### src/rtl/sclk_pkg.sv
package sclk_pkg;
  localparam int SEL_W   = 2;
  localparam int SDIV_W  = 3;
  localparam int GDIV_W  = 2;
  localparam int SCNT_W  = 4;   // covers divide by 16
  localparam int GCNT_W  = 3;   // covers divide by 8
  localparam int NUM_SRC = 3;

  localparam logic [SEL_W-1:0] SEL_RC  = 2'b00;
  localparam logic [SEL_W-1:0] SEL_XO  = 2'b01;
  localparam logic [SEL_W-1:0] SEL_PLL = 2'b10;
  localparam logic [SEL_W-1:0] SEL_RSV = 2'b11;

  // last count value of one system period; reserved codes fall back to /1
  function automatic logic [SCNT_W-1:0] sys_term(input logic [SDIV_W-1:0] code);
    case (code)
      3'd1:    sys_term = 4'd1;
      3'd2:    sys_term = 4'd3;
      3'd3:    sys_term = 4'd7;
      3'd4:    sys_term = 4'd15;
      default: sys_term = 4'd0;
    endcase
  endfunction

  function automatic logic [GCNT_W-1:0] grp_term(input logic [GDIV_W-1:0] code);
    case (code)
      2'd1:    grp_term = 3'd1;
      2'd2:    grp_term = 3'd3;
      2'd3:    grp_term = 3'd7;
      default: grp_term = 3'd0;
    endcase
  endfunction
endpackage

### src/rtl/sclk_rst_sync.sv
module sclk_rst_sync #(
  parameter int STAGES = 2
) (
  input  logic clk,
  input  logic arst_n,
  output logic srst_n
);
  logic [STAGES-1:0] sync_q;

  always_ff @(posedge clk or negedge arst_n) begin
    if (!arst_n) sync_q <= '0;
    else         sync_q <= {sync_q[STAGES-2:0], 1'b1};
  end

  assign srst_n = sync_q[STAGES-1];
endmodule

### src/rtl/sclk_sys_stage.sv
module sclk_sys_stage
  import sclk_pkg::*;
(
  input  logic                clk,
  input  logic                srst_n,
  input  logic [SEL_W-1:0]    boot_sel,
  input  logic [NUM_SRC-1:0]  src_stb,
  input  logic                wr,
  input  logic [SEL_W-1:0]    new_sel,
  input  logic [SDIV_W-1:0]   new_div,
  output logic                sys_ce
);
  logic [SEL_W-1:0]  pend_sel_q, pend_sel_d, act_sel_q, act_sel_d;
  logic [SDIV_W-1:0] pend_div_q, pend_div_d, act_div_q, act_div_d;
  logic [SCNT_W-1:0] cnt_q, cnt_d, term;
  logic              sel_stb, wrap;

  // source mux, reserved code routes to the RC strobe
  always_comb begin
    case (act_sel_q)
      SEL_XO:  sel_stb = src_stb[1];
      SEL_PLL: sel_stb = src_stb[2];
      default: sel_stb = src_stb[0];
    endcase
  end

  always_comb begin
    term       = sys_term(act_div_q);
    wrap       = srst_n && sel_stb && (cnt_q == term);
    cnt_d      = cnt_q;
    if (sel_stb) cnt_d = (cnt_q == term) ? '0 : cnt_q + 1'b1;
    pend_sel_d = wr   ? new_sel    : pend_sel_q;
    pend_div_d = wr   ? new_div    : pend_div_q;
    act_sel_d  = wrap ? pend_sel_q : act_sel_q;
    act_div_d  = wrap ? pend_div_q : act_div_q;
  end

  assign sys_ce = wrap;

  // select registers load the boot value on every clock while in reset
  always_ff @(posedge clk) begin
    if (!srst_n) begin
      pend_sel_q <= boot_sel;
      act_sel_q  <= boot_sel;
    end else begin
      pend_sel_q <= pend_sel_d;
      act_sel_q  <= act_sel_d;
    end
  end

  always_ff @(posedge clk or negedge srst_n) begin
    if (!srst_n) begin
      pend_div_q <= '0;
      act_div_q  <= '0;
      cnt_q      <= '0;
    end else begin
      pend_div_q <= pend_div_d;
      act_div_q  <= act_div_d;
      cnt_q      <= cnt_d;
    end
  end

  p_ce_from_source_r1: assert property (@(posedge clk) disable iff (!srst_n)
    sys_ce |-> (|src_stb));
  p_rsv_sel_is_rc_r2: assert property (@(posedge clk) disable iff (!srst_n)
    (act_sel_q == SEL_RSV && sys_ce) |-> src_stb[0]);
  p_cnt_in_range_r3: assert property (@(posedge clk) disable iff (!srst_n)
    cnt_q <= sys_term(act_div_q));
  p_rsv_div_every_r4: assert property (@(posedge clk) disable iff (!srst_n)
    (act_div_q > 3'd4 && sel_stb) |-> sys_ce);
  p_code_held_r8: assert property (@(posedge clk) disable iff (!srst_n)
    !wrap |=> ($stable(act_div_q) && $stable(act_sel_q)));
endmodule

### src/rtl/sclk_grp_div.sv
module sclk_grp_div
  import sclk_pkg::*;
(
  input  logic              clk,
  input  logic              srst_n,
  input  logic              sys_ce,
  input  logic              wr,
  input  logic [GDIV_W-1:0] new_code,
  output logic              grp_ce
);
  logic [GDIV_W-1:0] pend_q, pend_d, act_q, act_d;
  logic [GCNT_W-1:0] cnt_q, cnt_d, term;
  logic              wrap;

  always_comb begin
    term   = grp_term(act_q);
    wrap   = sys_ce && (cnt_q == term);
    cnt_d  = cnt_q;
    if (sys_ce) cnt_d = (cnt_q == term) ? '0 : cnt_q + 1'b1;
    pend_d = wr   ? new_code : pend_q;
    act_d  = wrap ? pend_q   : act_q;
  end

  assign grp_ce = wrap;

  always_ff @(posedge clk or negedge srst_n) begin
    if (!srst_n) begin
      pend_q <= '0;
      act_q  <= '0;
      cnt_q  <= '0;
    end else begin
      pend_q <= pend_d;
      act_q  <= act_d;
      cnt_q  <= cnt_d;
    end
  end

  p_grp_on_sys_r5: assert property (@(posedge clk) disable iff (!srst_n)
    grp_ce |-> sys_ce);
  p_gcnt_in_range_r5: assert property (@(posedge clk) disable iff (!srst_n)
    cnt_q <= grp_term(act_q));
  p_gcode_held_r8: assert property (@(posedge clk) disable iff (!srst_n)
    !wrap |=> $stable(act_q));
endmodule

### src/rtl/sclk_divctl.sv
module sclk_divctl
  import sclk_pkg::*;
#(
  parameter int NUM_GRP   = 4,
  parameter int RST_STAGES = 2
) (
  input  logic                       clk,
  input  logic                       rst_n,
  input  logic [1:0]                 boot_src_sel,
  input  logic                       stb_rc,
  input  logic                       stb_xo,
  input  logic                       stb_pll,
  input  logic                       cfg_wr,
  input  logic [1:0]                 cfg_src_sel,
  input  logic [2:0]                 cfg_sys_div,
  input  logic [NUM_GRP*GDIV_W-1:0]  cfg_grp_div,
  output logic                       sys_ce,
  output logic [NUM_GRP-1:0]         grp_ce
);
  logic srst_n;

  sclk_rst_sync #(.STAGES(RST_STAGES)) u_rst (
    .clk    (clk),
    .arst_n (rst_n),
    .srst_n (srst_n)
  );

  sclk_sys_stage u_sys (
    .clk      (clk),
    .srst_n   (srst_n),
    .boot_sel (boot_src_sel),
    .src_stb  ({stb_pll, stb_xo, stb_rc}),
    .wr       (cfg_wr),
    .new_sel  (cfg_src_sel),
    .new_div  (cfg_sys_div),
    .sys_ce   (sys_ce)
  );

  for (genvar g = 0; g < NUM_GRP; g++) begin : g_grp
    sclk_grp_div u_grp (
      .clk      (clk),
      .srst_n   (srst_n),
      .sys_ce   (sys_ce),
      .wr       (cfg_wr),
      .new_code (cfg_grp_div[g*GDIV_W +: GDIV_W]),
      .grp_ce   (grp_ce[g])
    );
  end

  p_quiet_in_reset_r9: assert property (@(posedge clk)
    !rst_n |-> (!sys_ce && grp_ce == '0));
endmodule

### config.mk
export PLATFORM = sky130hd
export DESIGN_NAME = sclk_divctl
export DESIGN_NICKNAME = d
export VERILOG_FILES = /design/src/rtl/sclk_pkg.sv /design/src/rtl/sclk_rst_sync.sv /design/src/rtl/sclk_sys_stage.sv /design/src/rtl/sclk_grp_div.sv /design/src/rtl/sclk_divctl.sv
export SDC_FILE = /design/constraint.sdc
export NUM_CORES = 1
export LEC_CHECK = 0
export BUFFER_PORTS_ARGS = -buffer_cell sky130_fd_sc_hd__buf_2
export CAP_MARGIN = 10
export CORE_MARGIN = 5
export CORE_UTILIZATION = 40
export CTS_CLUSTER_SIZE = 8
export DETAILED_ROUTE_END_ITERATION = 10
export GPL_TIMING_DRIVEN = 1
export MAX_ROUTING_LAYER = met4
export SLEW_MARGIN = 15
export SYNTH_ARGS = -nofsm -noshare
export SYNTH_HDL_FRONTEND = slang
export SYNTH_SLANG_ARGS = --single-unit
### constraint.sdc
create_clock -name clk -period 2.7 [get_ports clk]
set_input_delay 0.27 -clock clk [delete_from_list [all_inputs] [get_ports clk]]
set_output_delay 0.27 -clock clk [all_outputs]
set_load 0.01 [all_outputs]
==> flow_metrics.tcl, run 1 <==
set metrics [dict create \
    drive_gt1_frac 0.296 \
    synth_nets 226 \
    overflow 0 \
    clk_transition_reported_paths_ns 0.08 \
    cts_resized 0 \
    multi_input_area_sq_um 1090 \
    hpwl_mm 2.87 \
    synth_cell_types 49 \
    io_pins 26 \
    dr.pass1.iters 4 \
    ys_warn_count 0 \
    hold_viol_final 0 \
    powerDensity_nw_per_um2 801 \
    slew_viol_final 0 \
    fp.dieH_um 86.3 \
    vias 1554 \
    final.setup_skew_ns 0.00547 \
    drv_cap 0 \
    status "finished, final reports clean" \
    fillCellCount 513 \
    cp.required_ns 2.43 \
    tightest_slew_ns 0.554 \
    port_buffers 25 \
    first_iter_violations 62 \
    grt_pass1_wl_mm 7.42 \
    h-tree-depth 2 \
    leakagePower_nw 1.21 \
    startpoint_type "register" \
    coreArea_sq_um 5570 \
    rsz0062_at_grt "false" \
    period_needed_ns 2.45 \
    ys_seq_elements 44 \
    clk_latency_ns 0.29 \
    synth-seq-area-share 0.481 \
    layout_common_cells "39 x dfrtp_1, 25 x buf_2, 22 x nand2_1" \
    final-seq-area_sq_um 1120 \
    period_share 0.907 \
    irDropWorstVdd_mv 0.358 \
    finalSetupViolCount 0 \
    cts_tree "yes" \
    syn_inst 198 \
    crit_path_end_kind "primary output" \
    drt-wirelength-per-cell_um 13.7 \
    numCtsBuffers 5 \
    ys_async_sr_fraction 0.909 \
    clock.fmax_mhz 408 \
    totalWireLength_mm 4.09 \
    synth-edff-count 4 \
    avgSynthCellArea_sq_um 11.8 \
    syn_area_sq_um 2330 \
    synth_ff_type "dfrtp_1" \
    final_common_cell "dfrtp_1" \
    tns_ns 0 \
    worstSetupPathType "register to primary output" \
    antenna_found_initial 0 \
    gp_congestion 0.692 \
    via_per_inst 5.21 \
    cts.sinks 44 \
    relSlewSlack 0.631 \
    root_buffer "clkbuf_8" \
    critPathMaxFanout 12 \
    fp.dieArea_sq_um 7450 \
    hold_class "input pin to register" \
    antenna_cells 0 \
    grt_max_degree 47 \
    row_count 27 \
    fp.dieW_um 86.3 \
    cts_max_path_buffers 2 \
    grt_pass1_vias 1580 \
    crit_arrival_ns 2.18 \
    drcViolationCount 0 \
    cts_hold_buf 1 \
    cts_setup_buffers 0 \
    area_growth_pct 13.1 \
    grt.total_usage 0.127 \
    nets 253 \
    start_util 0.418 \
    final_util 0.472 \
    ant_nets 0 \
]
layout make-up:
class,instances,share of cell area
Clock inverter,1,0.0114
Multi-Input combinational cell,134,0.413
Tap cell,72,0.0342
Clock buffer,7,0.0366
Inverter,9,0.0128
Timing Repair Buffer,31,0.0656
Sequential cell,44,0.426
stage by stage:
step | setup slack, ns | power [W] | cell area [sq um] | hold WS, ns | instances
global placement | 0.600 | 0.00156 | 2500 | 0.0566 | 289
CTS | 0.215 | 0.00214 | 2630 | 0.190 | 298
finish | 0.252 | 0.00211 | 2630 | 0.204 | 298
detailed placement | 0.548 | 0.00158 | 2500 | 0.0586 | 289
global route | 0.0276 | 0.00227 | 2630 | 0.189 | 298
floorplan | 0.235 | 0.00146 | 2330 | -0.0256 | 198
synthesized netlist by cell type (5+ instances only):
master / count / area share
mux2_4: 5 / 0.032
mux2_1: 9 / 0.044
mux2_2: 11 / 0.053
nand2_1: 22 / 0.035
o21ai_1: 7 / 0.015
ha_1: 7 / 0.038
dfrtp_1: 40 / 0.43
nor2_1: 8 / 0.013
inv_1: 9 / 0.015
flip-flops by register name, indices dropped and copies added (netlist names), 3 cells and up:
register and count:
u_sys.act_div_q 3, u_sys.cnt_q 4, u_sys.pend_div_q 3, g_grp.u_grp.cnt_q 12, g_grp.u_grp.pend_q 8, g_grp.u_grp.act_q 8
power by group:
group / internal [W] / leakage, nW / switching [W]
Combinational: 0.000295 / 0.590 / 0.000306
Clock: 0.000326 / 0.0645 / 0.000217
Sequential: 0.000799 / 0.556 / 0.000165
worst paths after layout:
path                                    start                  endpoint  slack (ns)  depth (start not counted)
setup / recovery           u_sys.act_div_q[2]                 grp_ce[2]        0.25                          6
hold / removal                 cfg_grp_div[4]  g_grp[2].u_grp.pend_q[0]        0.20                          2
setup reg to reg           u_sys.act_div_q[2]   g_grp[2].u_grp.act_q[0]        0.54                          6
hold reg to reg               u_rst.sync_q[0]           u_rst.sync_q[1]        0.36                          0
max in group asynchronous     u_rst.sync_q[1]  g_grp[1].u_grp.pend_q[0]        1.94                          1
min in group asynchronous               rst_n           u_rst.sync_q[1]        0.29                          2
metal layers:
metal	vias to the layer above	routed length (um)	GRT usage
met1	748	1950	0.164
met3	8	119	0.0285
li1	775	-	-
met2	23	1920	0.196
met4	0	102	0.0496
met5	-	0	-
worst max-delay path: stages, from the launching register on:
cell and delay [ns]:
dfrtp_1 0.52, nor4bb_1 0.34, o211a_1 0.24, o32ai_4 0.12, buf_4 0.21, nor3_2 0.26, buf_2 0.19
cell families after synthesis:
group	after synthesis	share of synthesized area
compound gates	39	0.146
buf+inv	20	0.0516
flops	44	0.481
xor+xnor	4	0.0150
simple gates	56	0.130
other cells	1	0.00161
fa+ha+maj	7	0.0376
mux	27	0.138
(Power assumes the default switching activity.)
==> run 2, diff against run 1 <==
--- a/config.mk
+++ b/config.mk
@@ -5,12 +5,13 @@
 export SDC_FILE = /design/constraint.sdc
 export NUM_CORES = 1
 export LEC_CHECK = 0
-export BUFFER_PORTS_ARGS = -buffer_cell sky130_fd_sc_hd__buf_2
+export ABC_CLOCK_PERIOD_IN_PS = 2700
 export CAP_MARGIN = 10
 export CORE_MARGIN = 5
 export CORE_UTILIZATION = 40
 export CTS_CLUSTER_SIZE = 8
 export DETAILED_ROUTE_END_ITERATION = 10
+export DONT_BUFFER_PORTS = 1
 export GPL_TIMING_DRIVEN = 1
 export MAX_ROUTING_LAYER = met4
 export SLEW_MARGIN = 15
==> run 2 against run 1 <==
Effect of this change: clock skew grew 0.0016 ns; design area shrank 4.8%; global-route usage shrank 1.5 points; non-clock buffer count shrank 21; largest power group unchanged.
==> flow_metrics.tcl, run 2 (synthesized netlist as in run 1, its figures left out) <==
set metrics [dict create \
    status "finished, final reports clean" \
    hold_class "input pin to register" \
    h-tree-depth 2 \
    root_buffer "clkbuf_8" \
    clk_latency_ns 0.29 \
    tightest_slew_ns 0.539 \
    overflow 0 \
    crit_buf_inv 2 \
    leakagePower_nw 1.11 \
    finalSetupViolCount 0 \
    final.setup_skew_ns 0.00707 \
    slowest_delay_ns 0.40 \
    clk_transition_reported_paths_ns 0.08 \
    cp.required_ns 2.43 \
    period_needed_ns 2.47 \
    via_per_inst 5.25 \
    placed_cell_area_sq_um 2400 \
    fp.dieArea_sq_um 7450 \
    row_count 27 \
    drive_gt1_frac 0.220 \
    final_common_cell "dfrtp_1" \
    slew_viol_final 0 \
    drv_cap 0 \
    totalWireLength_mm 3.75 \
    grt_pass1_wl_mm 6.45 \
    drcViolationCount 0 \
    fp.dieH_um 86.3 \
    port_buffers 0 \
    layout_common_cells "39 x dfrtp_1, 22 x nand2_1, 11 x mux2_2" \
    first_iter_violations 57 \
    hpwl_mm 2.72 \
    crit_path_end_kind "primary output" \
    startpoint_type "register" \
    grt.total_usage 0.112 \
    grt_pass1_vias 1456 \
    start_util 0.418 \
    worstPathCellList "ha_1 -> o21ai_1 -> nand2_1 -> buf_4 -> nor3_2 -> buf_4" \
    tns_ns 0 \
    grt_max_degree 47 \
    numCtsBuffers 5 \
    top_regs "g_grp.u_grp.cnt_q x12, g_grp.u_grp.act_q x8, g_grp.u_grp.pend_q x8" \
    fp.dieW_um 86.3 \
    io_pins 26 \
    powerDensity_nw_per_um2 782 \
    rsz0062_at_grt "false" \
    cp_slowest_cell "edfxtp_1" \
    final_util 0.449 \
    nets 232 \
    final-seq-area_sq_um 1120 \
    cts_max_path_buffers 2 \
    layout_setup_ws_ns 0.229 \
    largest_reg_flops 12 \
    coreArea_sq_um 5570 \
    final_cell_area_sq_um 2500 \
    vias 1455 \
    clock.fmax_mhz 405 \
    ant_nets 0 \
    antenna_cells 0 \
    relSlewSlack 0.641 \
    worstSetupPathType "register to primary output" \
    cts_tree "yes" \
    irDropWorstVdd_mv 0.381 \
    critPathMaxFanout 10 \
    area_growth_pct 7.58 \
    dr.pass1.iters 4 \
    dpl_worst_slack_ns 0.426 \
    hold_viol_final 0 \
    antenna_found_initial 0 \
    crit_arrival_ns 2.20 \
    drt-wirelength-per-cell_um 13.5 \
    path_common_cell "buf_4" \
    cp_top_family "simple AND/OR/NAND/NOR gates" \
    cts.sinks 44 \
    fillCellCount 522 \
    period_share 0.915 \
    gp_congestion 0.699 \
    regMostFlops "g_grp.u_grp.cnt_q" \
    multi_input_area_sq_um 1090 \
]
## run 2: what timing repair did
item	CTS	global route
setup buffers	0	0
endpoints found under the hold margin	2	0
hold buffers	1	0
setup endpoints to repair	0	3
resized for setup	0	1
## run 2: area by class of cell
class,count,share of cell area
flip-flops and latches,44,0.448
clock buffers,7,0.0345
clock inverters,1,0.00300
multi-input cells,134,0.434
repair buffers,10,0.0310
inverters,9,0.0135
well taps,72,0.0360
## run 2: path summary, 6_finish.rpt
kind / endpoint / cells past startpoint / slack [ns] / startpoint
setup reg to reg: g_grp[1].u_grp.act_q[1] / 6 / 0.51 / u_sys.act_sel_q[1]
setup / recovery: grp_ce[1] / 6 / 0.23 / u_sys.act_sel_q[1]
max in group asynchronous: g_grp[3].u_grp.pend_q[0] / 1 / 1.94 / u_rst.sync_q[1]
min in group asynchronous: u_rst.sync_q[0] / 1 / 0.20 / rst_n
hold reg to reg: u_rst.sync_q[1] / 0 / 0.36 / u_rst.sync_q[0]
hold / removal: g_grp[3].u_grp.pend_q[1] / 1 / 0.12 / cfg_grp_div[7]
## run 2: metrics by stage
| step | cells | power [W] | hold slack, ns |
|---|---|---|---|
| after floorplan | 198 | 0.00146 | -0.0256 |
| after global placement | 268 | 0.00154 | -0.0255 |
| after detailed placement | 268 | 0.00155 | -0.0255 |
| after CTS | 277 | 0.00199 | 0.108 |
| after global routing | 277 | 0.00211 | 0.0997 |
| final | 277 | 0.00196 | 0.121 |
## run 2: report_power, final
part | total, W | internal (W) | switching [W]
Combinational | 0.000577 | 0.000285 | 0.000292
Sequential | 0.000957 | 0.000799 | 0.000158
Clock | 0.000425 | 0.000208 | 0.000218
## run 2: worst register-to-register path, cell delays in order, from the launching register on
cell	delay [ns]
edfxtp_1	0.40
ha_1	0.32
o21ai_1	0.25
nand2_1	0.24
buf_4	0.24
nor3_2	0.28
mux2_1	0.35
## run 2: routing by layer
metal  wire length [um]  vias to the layer above  global-route usage
li1                   -                      730                   -
met1               1760                      698               0.138
met2               1800                       22               0.179
met3                125                        5              0.0276
met4                 63                        0              0.0397
met5                  0                        -                   -
